### config.mk
export PLATFORM = sky130hd
export DESIGN_NAME = irq_level_gate
export DESIGN_NICKNAME = d
export VERILOG_FILES = /design/src/rtl/irq_level_gate_pkg.sv /design/src/rtl/ilg_user_arb.sv /design/src/rtl/ilg_trap_pick.sv /design/src/rtl/ilg_vec_addr.sv /design/src/rtl/irq_level_gate.sv
export SDC_FILE = /design/constraint.sdc
export NUM_CORES = 1
export LEC_CHECK = 0
export BUFFER_PORTS_ARGS = -buffer_cell sky130_fd_sc_hd__buf_2
export CORE_MARGIN = 2
export CORE_UTILIZATION = 33
export CTS_CLUSTER_DIAMETER = 100
export DETAILED_ROUTE_END_ITERATION = 8
export GPL_TIMING_DRIVEN = 0
export HOLD_SLACK_MARGIN = 0.12
export RECOVER_POWER = 25
export SETUP_SLACK_MARGIN = 0.05
export SLEW_MARGIN = 40
export SYNTH_ARGS = -nofsm -noshare
export SYNTH_HDL_FRONTEND = slang
export SYNTH_HIERARCHICAL = 1
export SYNTH_SLANG_ARGS = --single-unit
### constraint.sdc
create_clock -name clk -period 23.9 [get_ports clk]
set_clock_uncertainty 0.05 [all_clocks]
set_input_delay 1.195 -clock clk [delete_from_list [all_inputs] [get_ports clk]]
set_output_delay 1.195 -clock clk [all_outputs]
set_load 0.02 [all_outputs]
### src/rtl/irq_level_gate_pkg.sv
package irq_level_gate_pkg;
  localparam int LVL_W       = 5;
  localparam int VEC_W       = 8;
  localparam int ADDR_W      = 32;
  localparam int NUM_TRAP    = 4;
  localparam logic [LVL_W-1:0]  LVL_FLOOR = 5'd16;
  localparam logic [LVL_W-1:0]  LVL_OFF   = 5'd31;
  localparam logic [LVL_W-1:0]  NMI_LVL   = 5'd15;
  localparam logic [VEC_W-1:0]  NMI_VEC   = 8'd15;
  localparam logic [VEC_W-1:0]  USER_VEC0 = 8'd16;
  localparam logic [ADDR_W-1:0] TBR_RST   = 32'h000F_FC00;
  localparam logic [ADDR_W-1:0] TBL_TOP   = 32'h0000_03FC;
  localparam logic [ADDR_W-1:0] FIX_VEC0  = 32'h000F_FFFC;
  localparam logic [ADDR_W-1:0] FIX_VEC1  = 32'h000F_FFF8;

  typedef enum logic [1:0] {SRC_NONE, SRC_TRAP, SRC_NMI, SRC_USER} src_e;

  function automatic logic [LVL_W-1:0] floor_write(
    input logic [LVL_W-1:0] cur, input logic [LVL_W-1:0] wdata);
    if (cur >= LVL_FLOOR && wdata < LVL_FLOOR) return LVL_FLOOR;
    return wdata;
  endfunction

  function automatic logic [VEC_W-1:0] trap_vector(
    input int idx, input logic [VEC_W-1:0] swi);
    case (idx)
      0:       return 8'd14;
      1:       return 8'd13;
      2:       return 8'd12;
      default: return swi;
    endcase
  endfunction
endpackage

### src/rtl/ilg_user_arb.sv
module ilg_user_arb
  import irq_level_gate_pkg::*;
#(
  parameter int NUM_IRQ = 8,
  localparam int IDX_W = (NUM_IRQ > 1) ? $clog2(NUM_IRQ) : 1
) (
  input  logic [NUM_IRQ-1:0]       req,
  input  logic [NUM_IRQ*LVL_W-1:0] lvl,
  input  logic [LVL_W-1:0]         mask,
  output logic                     found,
  output logic [IDX_W-1:0]         idx,
  output logic [LVL_W-1:0]         best_lvl
);
  logic [NUM_IRQ-1:0] elig;

  generate
    for (genvar g = 0; g < NUM_IRQ; g++) begin : g_elig
      wire [LVL_W-1:0] l = lvl[g*LVL_W +: LVL_W];
      assign elig[g] = req[g] && (l >= LVL_FLOOR) && (l != LVL_OFF) && (l < mask);
    end
  endgenerate

  always_comb begin
    found    = 1'b0;
    idx      = '0;
    best_lvl = '1;
    for (int i = 0; i < NUM_IRQ; i++) begin
      if (elig[i] && (!found || lvl[i*LVL_W +: LVL_W] < best_lvl)) begin
        found    = 1'b1;
        idx      = IDX_W'(i);
        best_lvl = lvl[i*LVL_W +: LVL_W];
      end
    end
  end
endmodule

### src/rtl/ilg_trap_pick.sv
module ilg_trap_pick
  import irq_level_gate_pkg::*;
(
  input  logic [NUM_TRAP-1:0] trap_req,
  input  logic [VEC_W-1:0]    swi_vec,
  output logic                hit,
  output logic [VEC_W-1:0]    vec
);
  always_comb begin
    hit = 1'b0;
    vec = '0;
    for (int i = NUM_TRAP - 1; i >= 0; i--) begin
      if (trap_req[i]) begin
        hit = 1'b1;
        vec = trap_vector(i, swi_vec);
      end
    end
  end
endmodule

### src/rtl/ilg_vec_addr.sv
module ilg_vec_addr
  import irq_level_gate_pkg::*;
(
  input  logic [ADDR_W-1:0] tbr,
  input  logic [VEC_W-1:0]  vec,
  output logic [ADDR_W-1:0] addr
);
  logic [ADDR_W-1:0] sum;

  assign sum = tbr + TBL_TOP - {{(ADDR_W-VEC_W-2){1'b0}}, vec, 2'b00};

  always_comb begin
    if (vec == 8'd0)      addr = FIX_VEC0;
    else if (vec == 8'd1) addr = FIX_VEC1;
    else                  addr = sum & ~32'h3;
  end
endmodule

### src/rtl/irq_level_gate.sv
module irq_level_gate
  import irq_level_gate_pkg::*;
#(
  parameter int NUM_IRQ = 8
) (
  input  logic                     clk,
  input  logic                     rst_n,
  input  logic [NUM_IRQ-1:0]       irq_req,
  input  logic [NUM_IRQ*LVL_W-1:0] irq_lvl,
  input  logic                     nmi_req,
  input  logic [NUM_TRAP-1:0]      trap_req,
  input  logic [VEC_W-1:0]         swi_vec,
  input  logic                     tbr_we,
  input  logic [ADDR_W-1:0]        tbr_wdata,
  input  logic                     mask_we,
  input  logic [LVL_W-1:0]         mask_wdata,
  output logic                     acc_stb,
  output logic [VEC_W-1:0]         acc_vec,
  output logic [ADDR_W-1:0]        acc_addr,
  output logic [LVL_W-1:0]         acc_lvl,
  output logic [LVL_W-1:0]         mask_q
);
  localparam int IDX_W = (NUM_IRQ > 1) ? $clog2(NUM_IRQ) : 1;

  logic [LVL_W-1:0]  mask_r;
  logic [ADDR_W-1:0] tbr_r;
  logic              usr_found, trap_hit, nmi_ok;
  logic [IDX_W-1:0]  usr_idx;
  logic [LVL_W-1:0]  usr_lvl;
  logic [VEC_W-1:0]  trap_vec;
  src_e              src;

  ilg_user_arb #(.NUM_IRQ(NUM_IRQ)) u_arb (
    .req(irq_req), .lvl(irq_lvl), .mask(mask_r),
    .found(usr_found), .idx(usr_idx), .best_lvl(usr_lvl)
  );

  ilg_trap_pick u_trap (
    .trap_req(trap_req), .swi_vec(swi_vec), .hit(trap_hit), .vec(trap_vec)
  );

  assign nmi_ok = nmi_req && (NMI_LVL < mask_r);

  always_comb begin
    if (trap_hit)       src = SRC_TRAP;
    else if (nmi_ok)    src = SRC_NMI;
    else if (usr_found) src = SRC_USER;
    else                src = SRC_NONE;
  end

  always_comb begin
    acc_vec = '0;
    acc_lvl = mask_r;
    case (src)
      SRC_TRAP: acc_vec = trap_vec;
      SRC_NMI:  begin acc_vec = NMI_VEC; acc_lvl = NMI_LVL; end
      SRC_USER: begin acc_vec = USER_VEC0 + VEC_W'(usr_idx); acc_lvl = usr_lvl; end
      default:  ;
    endcase
  end

  assign acc_stb = (src != SRC_NONE);

  ilg_vec_addr u_addr (.tbr(tbr_r), .vec(acc_vec), .addr(acc_addr));

  always_ff @(posedge clk or negedge rst_n) begin
    if (!rst_n) begin
      mask_r <= '0;
      tbr_r  <= TBR_RST;
    end else begin
      if (tbr_we) tbr_r <= tbr_wdata;
      if (acc_stb)      mask_r <= acc_lvl;
      else if (mask_we) mask_r <= floor_write(mask_r, mask_wdata);
    end
  end

  assign mask_q = mask_r;
endmodule

* Word level (Yosys, flattened, before mapping) *
Index checks and enable logic that the tools add are counted.

operators by class
  add/sub/neg operators = 3
  order comparisons = 26
  equality and inequality tests = 12
  muxes and demuxes = 45
  reductions and logical operators = 50

operators by type and width
  operator                  count
  $lt A5 B5 Y1              15
  $mux W32                  2
  $mux W5                   12
  $ge A5 B5 Y1 const B      9
  $ne A5 B5 Y1 const B      8
  $logic_and A1 B1 Y1       33
  $add A32 B10 Y32 const B  1
  $mux W8                   4
  $sub A32 B10 Y32          1
  $pmux W8 S3               1
  $mux W1                   16
  $mux W3                   4
  $mux W2                   5
  $pmux W5 S2               1
  $eq A8 B1 Y1 const B      1
  $logic_not A8 Y1          1
  $logic_not A1 Y1          7
  $logic_or A1 B1 Y1        7
  $add A5 B3 Y6 const A     1
  $lt A4 B5 Y1 const A      1
  $lt A5 B5 Y1 const B      1
  $eq A2 B2 Y1 const B      2
  $reduce_bool A2 Y1        2
  $eq A2 B1 Y1 const B      1

storage, ports and cells
  register bits = 37
  input bits = 102
  output and inout port bits = 51
  word-level logic and storage cells = 138

* Depth between registers and ports, before layout *
  depth after elaboration = 41
  gate-level depth with buffers = 78
  mapped depth without buffers = 77

* Modules after synthesis *
Netlist, hierarchy kept.

by module, submodules not included
  module          times used  cells each  area each (µm²)
  ilg_user_arb    1           341         2517.4
  ilg_vec_addr    1           340         2152.1
  irq_level_gate  1           132         1701.6
  ilg_trap_pick   1           16          111.4

* Worst setup path before layout *
No wires, ideal clock.

  path type = input to output
  start point = input irq_lvl[2]
  end point = output acc_addr[30]
  arrival time = 14.916 ns
  required time = 22.655 ns
  path slack = 7.739 ns
  stages on the path = 74
  path through = ha_1 nand2_1 o21a_1 o21ai_0 nor2_1 ha_1 o21ai_0 a21oi_1 o211ai_1 o2bb2ai_1 o21ai_0 a21oi_1 nor3_1 a21oi_1 inv_1 ha_1 nand2_1 a21oi_2 (+38 left out) a21o_1 a21oi_1 or2b_2 a211o_2 a21o_4 nand2_1 a21oi_1 o21ai_0 ha_1 inv_1 ha_1 or2_2 a21oi_1 a21oi_2 a41oi_2 nand3_1 and3_1 nor3_1

RTL lines
  what                                                     line                                    source
  from (decl)                                              irq_level_gate.sv:9                     input logic [NUM_IRQ*LVL_W-1:0] irq_lvl,
  $ge A5 B5 Y1                                             ilg_user_arb.sv:19                      assign elig[g] = req[g] && (l >= LVL_FLOOR) && (l != LVL_OFF) && (l < mask);
  $logic_and A1 B1 Y1 (3 in series)                        ilg_user_arb.sv:19
  $mux W5 / $mux W1 (equally long branches)                ilg_user_arb.sv:28                      if (elig[i] && (!found || lvl[i*LVL_W +: LVL_W] < best_lvl)) begin
  $lt A5 B5 Y1 / $logic_not A1 Y1 (equally long branches)  ilg_user_arb.sv:28
  $logic_or A1 B1 Y1                                       ilg_user_arb.sv:28
  $logic_and A1 B1 Y1                                      ilg_user_arb.sv:28
  $mux W5 / $mux W1 (equally long branches)                ilg_user_arb.sv:28
  $lt A5 B5 Y1 / $logic_not A1 Y1 (equally long branches)  ilg_user_arb.sv:28
  (+22 left out)                                           --
  $mux W3 (*)                                              ilg_user_arb.sv:28
  net usr_idx[0]                                           irq_level_gate.sv:28                    logic [IDX_W-1:0] usr_idx;
  $add A5 B3 Y6 (*)                                        irq_level_gate.sv:57                    SRC_USER: begin acc_vec = USER_VEC0 + VEC_W'(usr_idx); acc_lvl = usr_lvl; end
  $pmux W8 S3 (*)                                          irq_level_gate.sv:54                    case (src)
  net acc_vec[0]                                           irq_level_gate.sv:18                    output logic [VEC_W-1:0] acc_vec,
  $sub A32 B10 Y32 / $eq A8 B1 Y1 (equally long branches)  ilg_vec_addr.sv:10, ilg_vec_addr.sv:14
  $mux W32                                                 ilg_vec_addr.sv:14                      else if (vec == 8'd1) addr = FIX_VEC1;
  $mux W32 (*)                                             ilg_vec_addr.sv:13                      if (vec == 8'd0) addr = FIX_VEC0;
  to (decl)                                                irq_level_gate.sv:19                    output logic [ADDR_W-1:0] acc_addr,

Mark *: on every way through the listed nets, which the timed path passes. The rest lies on a longest branch.

* Final worst setup path *
  start point = input irq_lvl[2]
  end point = output acc_addr[26]

RTL lines
  what                                                     line
  $ge A5 B5 Y1                                             ilg_user_arb.sv:19
  $logic_and A1 B1 Y1 (3 in series)                        ilg_user_arb.sv:19
  $mux W5 / $mux W1 (equally long branches)                ilg_user_arb.sv:28
  $lt A5 B5 Y1 / $logic_not A1 Y1 (equally long branches)  ilg_user_arb.sv:28
  $logic_or A1 B1 Y1                                       ilg_user_arb.sv:28
  $logic_and A1 B1 Y1                                      ilg_user_arb.sv:28
  $mux W5 / $mux W1 (equally long branches)                ilg_user_arb.sv:28
  $lt A5 B5 Y1 / $logic_not A1 Y1 (equally long branches)  ilg_user_arb.sv:28
  (+21 left out)                                           --
  $logic_and A1 B1 Y1                                      ilg_user_arb.sv:28
  $mux W3 (*)                                              ilg_user_arb.sv:28
  net usr_idx[1]                                           irq_level_gate.sv:28
  $add A5 B3 Y6 (*)                                        irq_level_gate.sv:57
  $pmux W8 S3 (*)                                          irq_level_gate.sv:54
  $sub A32 B10 Y32 / $eq A8 B1 Y1 (equally long branches)  ilg_vec_addr.sv:10, ilg_vec_addr.sv:14
  $mux W32                                                 ilg_vec_addr.sv:14
  $mux W32 (*)                                             ilg_vec_addr.sv:13

Marked as above.

==> flow_summary.json <==
{
  "status": "complete, but fails checks",
  "violations": "capacitance limit, slew limit",
  "cts_root_buffer": "clkbuf_16",
  "h-tree-depth": 2,
  "num_rows": 51,
  "dp_cells": 1246,
  "switching_power_mw": 0.294,
  "crit_path_start_kind": "primary input",
  "fp.dieArea_sq_um": 20700,
  "grt_pass1_vias": 6112,
  "fin_tns_setup_ns": 0,
  "drt_first_iter_violations": 336,
  "fp.dieH_microns": 144,
  "grt_max_degree": 37,
  "p_leak_nw": 3.88,
  "cts_tree": "yes",
  "path_delay_family": "compound AO/OA/AOI/OAI gates",
  "netlist_area_sq_um": 6450,
  "setup_violations": 0,
  "worst-setup-path-type": "in2out",
  "numCtsBuffers": 5,
  "slew_headroom_pct": -33.6,
  "drc": 0,
  "p_int_mw": 0.284,
  "postCtsResizedCells": 0,
  "start_util_pct": 33.3,
  "hpwl_mm": 15.6,
  "critPathMaxFanout": 10,
  "via_per_inst": 5.14,
  "clk_latency_ns": 0.28,
  "clk_pin_slew_ns": 0.05,
  "ant_nets": 0,
  "crit_arrival_ns": 17.18,
  "die_w_microns": 144,
  "gr-total-overflow": 0,
  "clock.fmax_ghz": 0.0543,
  "cts.path.max_buffers": 2,
  "wl_mm": 18.7,
  "synthCells": 827,
  "p_sw_share_pct": 50.9,
  "rsz0062_at_grt": "no",
  "cap_violations": 1,
  "num_io_pins": 153,
  "core-area_sq_um": 19300,
  "vias": 6455,
  "synth_area_per_cell_sq_um": 7.79,
  "power_density_nw_per_um2": 75.0,
  "grt_pass1_wl_mm": 30.0,
  "maxSlewViolCount": 37,
  "antenna_found_initial": 2,
  "grt_usage_pct": 17.8,
  "area_growth_pct": 19.5,
  "path_buf_inv": 8,
  "fin_cells": 1255,
  "cp_data_required_time_ns": 22.66,
  "crit_slowest_cell": "o21ai_0",
  "min_path_type": "reg2reg",
  "slowest_delay_ns": 0.51,
  "wl_per_cell_microns": 14.9,
  "combinationalPowerShare_pct": 72.0,
  "portBuffers": 147,
  "hold_viol": 0,
  "post-route-min-period_ns": 18.42,
  "peakVddDrop_mv": 0.0298,
  "finalCritPeriodShare_pct": 77.1,
  "firstDrtPassIters": 4,
  "drive_gt1_share_pct": 24.2,
  "fin_nets": 1180,
  "seq_power_share_pct": 14.9,
  "clock_power_share_pct": 13.1,
  "ys_warn_count": 6,
  "worstMarginPinSlew_ns": 2.00,
  "end_kind": "output pin",
  "cts.sinks": 36,
  "routabilityCongestion": 0.908,
  "post-cts-setup-buffers": 0,
  "holdBufCountCts": 0
}
## sequential cells by signal, indices dropped and copies added (netlist names)
| name | count |
|---|---|
| mask_q | 5 |
| tbr_r | 31 |
## layout make-up
class | instances | area (sq um)
plain buffers | 20 | 145
clock buffers | 6 | 129
multi-input cells | 698 | 5110
fillers | 2038 | 11600
repair buffers | 147 | 734
diodes | 1 | 2.50
inverters | 80 | 300
well taps | 265 | 332
flip-flops and latches | 36 | 913
clock inverters | 2 | 35.0
## path summary, 6_finish.rpt
| check | start | end | slack [ns] | cells past startpoint |
|---|---|---|---|---|
| worst max-delay path | irq_lvl[2] | acc_addr[26] | 5.48 | 75 |
| worst min-delay path | tbr_r[3]$_DFFE_PN0P_ | tbr_r[3]$_DFFE_PN0P_ | 0.44 | 1 |
| min in group asynchronous | rst_n | tbr_r[9]$_DFFE_PN0P_ | 1.43 | 1 |
| worst max register to register | mask_q[2]$_DFFE_PN0P_ | mask_q[0]$_DFFE_PN0P_ | 9.67 | 64 |
| worst min register to register | tbr_r[3]$_DFFE_PN0P_ | tbr_r[3]$_DFFE_PN0P_ | 0.44 | 1 |
| max in group asynchronous | rst_n | tbr_r[4]$_DFFE_PN0P_ | 21.22 | 1 |
## layer usage
| metal | GRT usage, % | wire, microns | vias to the layer above |
|---|---|---|---|
| met3 | 2.27 | 928 | 16 |
| li1 | - | - | 3306 |
| met5 | 0 | 0 | - |
| met1 | 24.9 | 9230 | 2991 |
| met2 | 29.3 | 8300 | 142 |
| met4 | 3.51 | 280 | 0 |
## worst register-to-register path: cells and delay by family, from the launching register on
family                   cells  cell delay [ns]
AO/OA/AOI/OAI               32             6.99
adder cells (fa/ha/maj)      8             2.23
buffers and inverters        6             0.70
flip-flops                   1             0.46
multiplexers                 6             1.70
AND/OR/NAND/NOR             12             1.94
## metrics by stage
stage                     hold slack, ns  instance area (sq um)  setup WS, ns  util [%]  power, mW
after detailed placement           0.429                   7540          5.59      39.0      0.502
after global placement             0.421                   7540          5.63      39.0      0.498
after floorplan                    0.408                   6470          7.74         -      0.384
after global routing               0.453                   7700          3.95      39.8      0.636
after CTS                          0.441                   7710          5.54      39.9      0.581
final                              0.436                   7700          5.48      39.8      0.578
## power groups by stage
stage / combinational [mW] / clock (mW) / sequential (mW)
global route: 0.468 / 0.0802 / 0.0880
CTS: 0.417 / 0.0779 / 0.0867
detailed placement: 0.414 / 0 / 0.0877
global placement: 0.410 / 0 / 0.0872
finish: 0.416 / 0.0757 / 0.0861
floorplan: 0.297 / 0 / 0.0864
## placed cells by master (no fill, tap or decap), drive strengths merged, types with 15 or more instances in the layout
master / instances
nand3: 19
nor2: 52
nand2b: 15
inv: 80
a21o: 21
a21oi: 85
a211oi: 16
xor2: 15
nand2: 85
o21ai: 54
nor3: 18
mux2: 35
nor2b: 16
nand4: 18
dfrtp: 26
ha: 90
buf: 163
No activity file was read; power rests on OpenSTA's default activity.
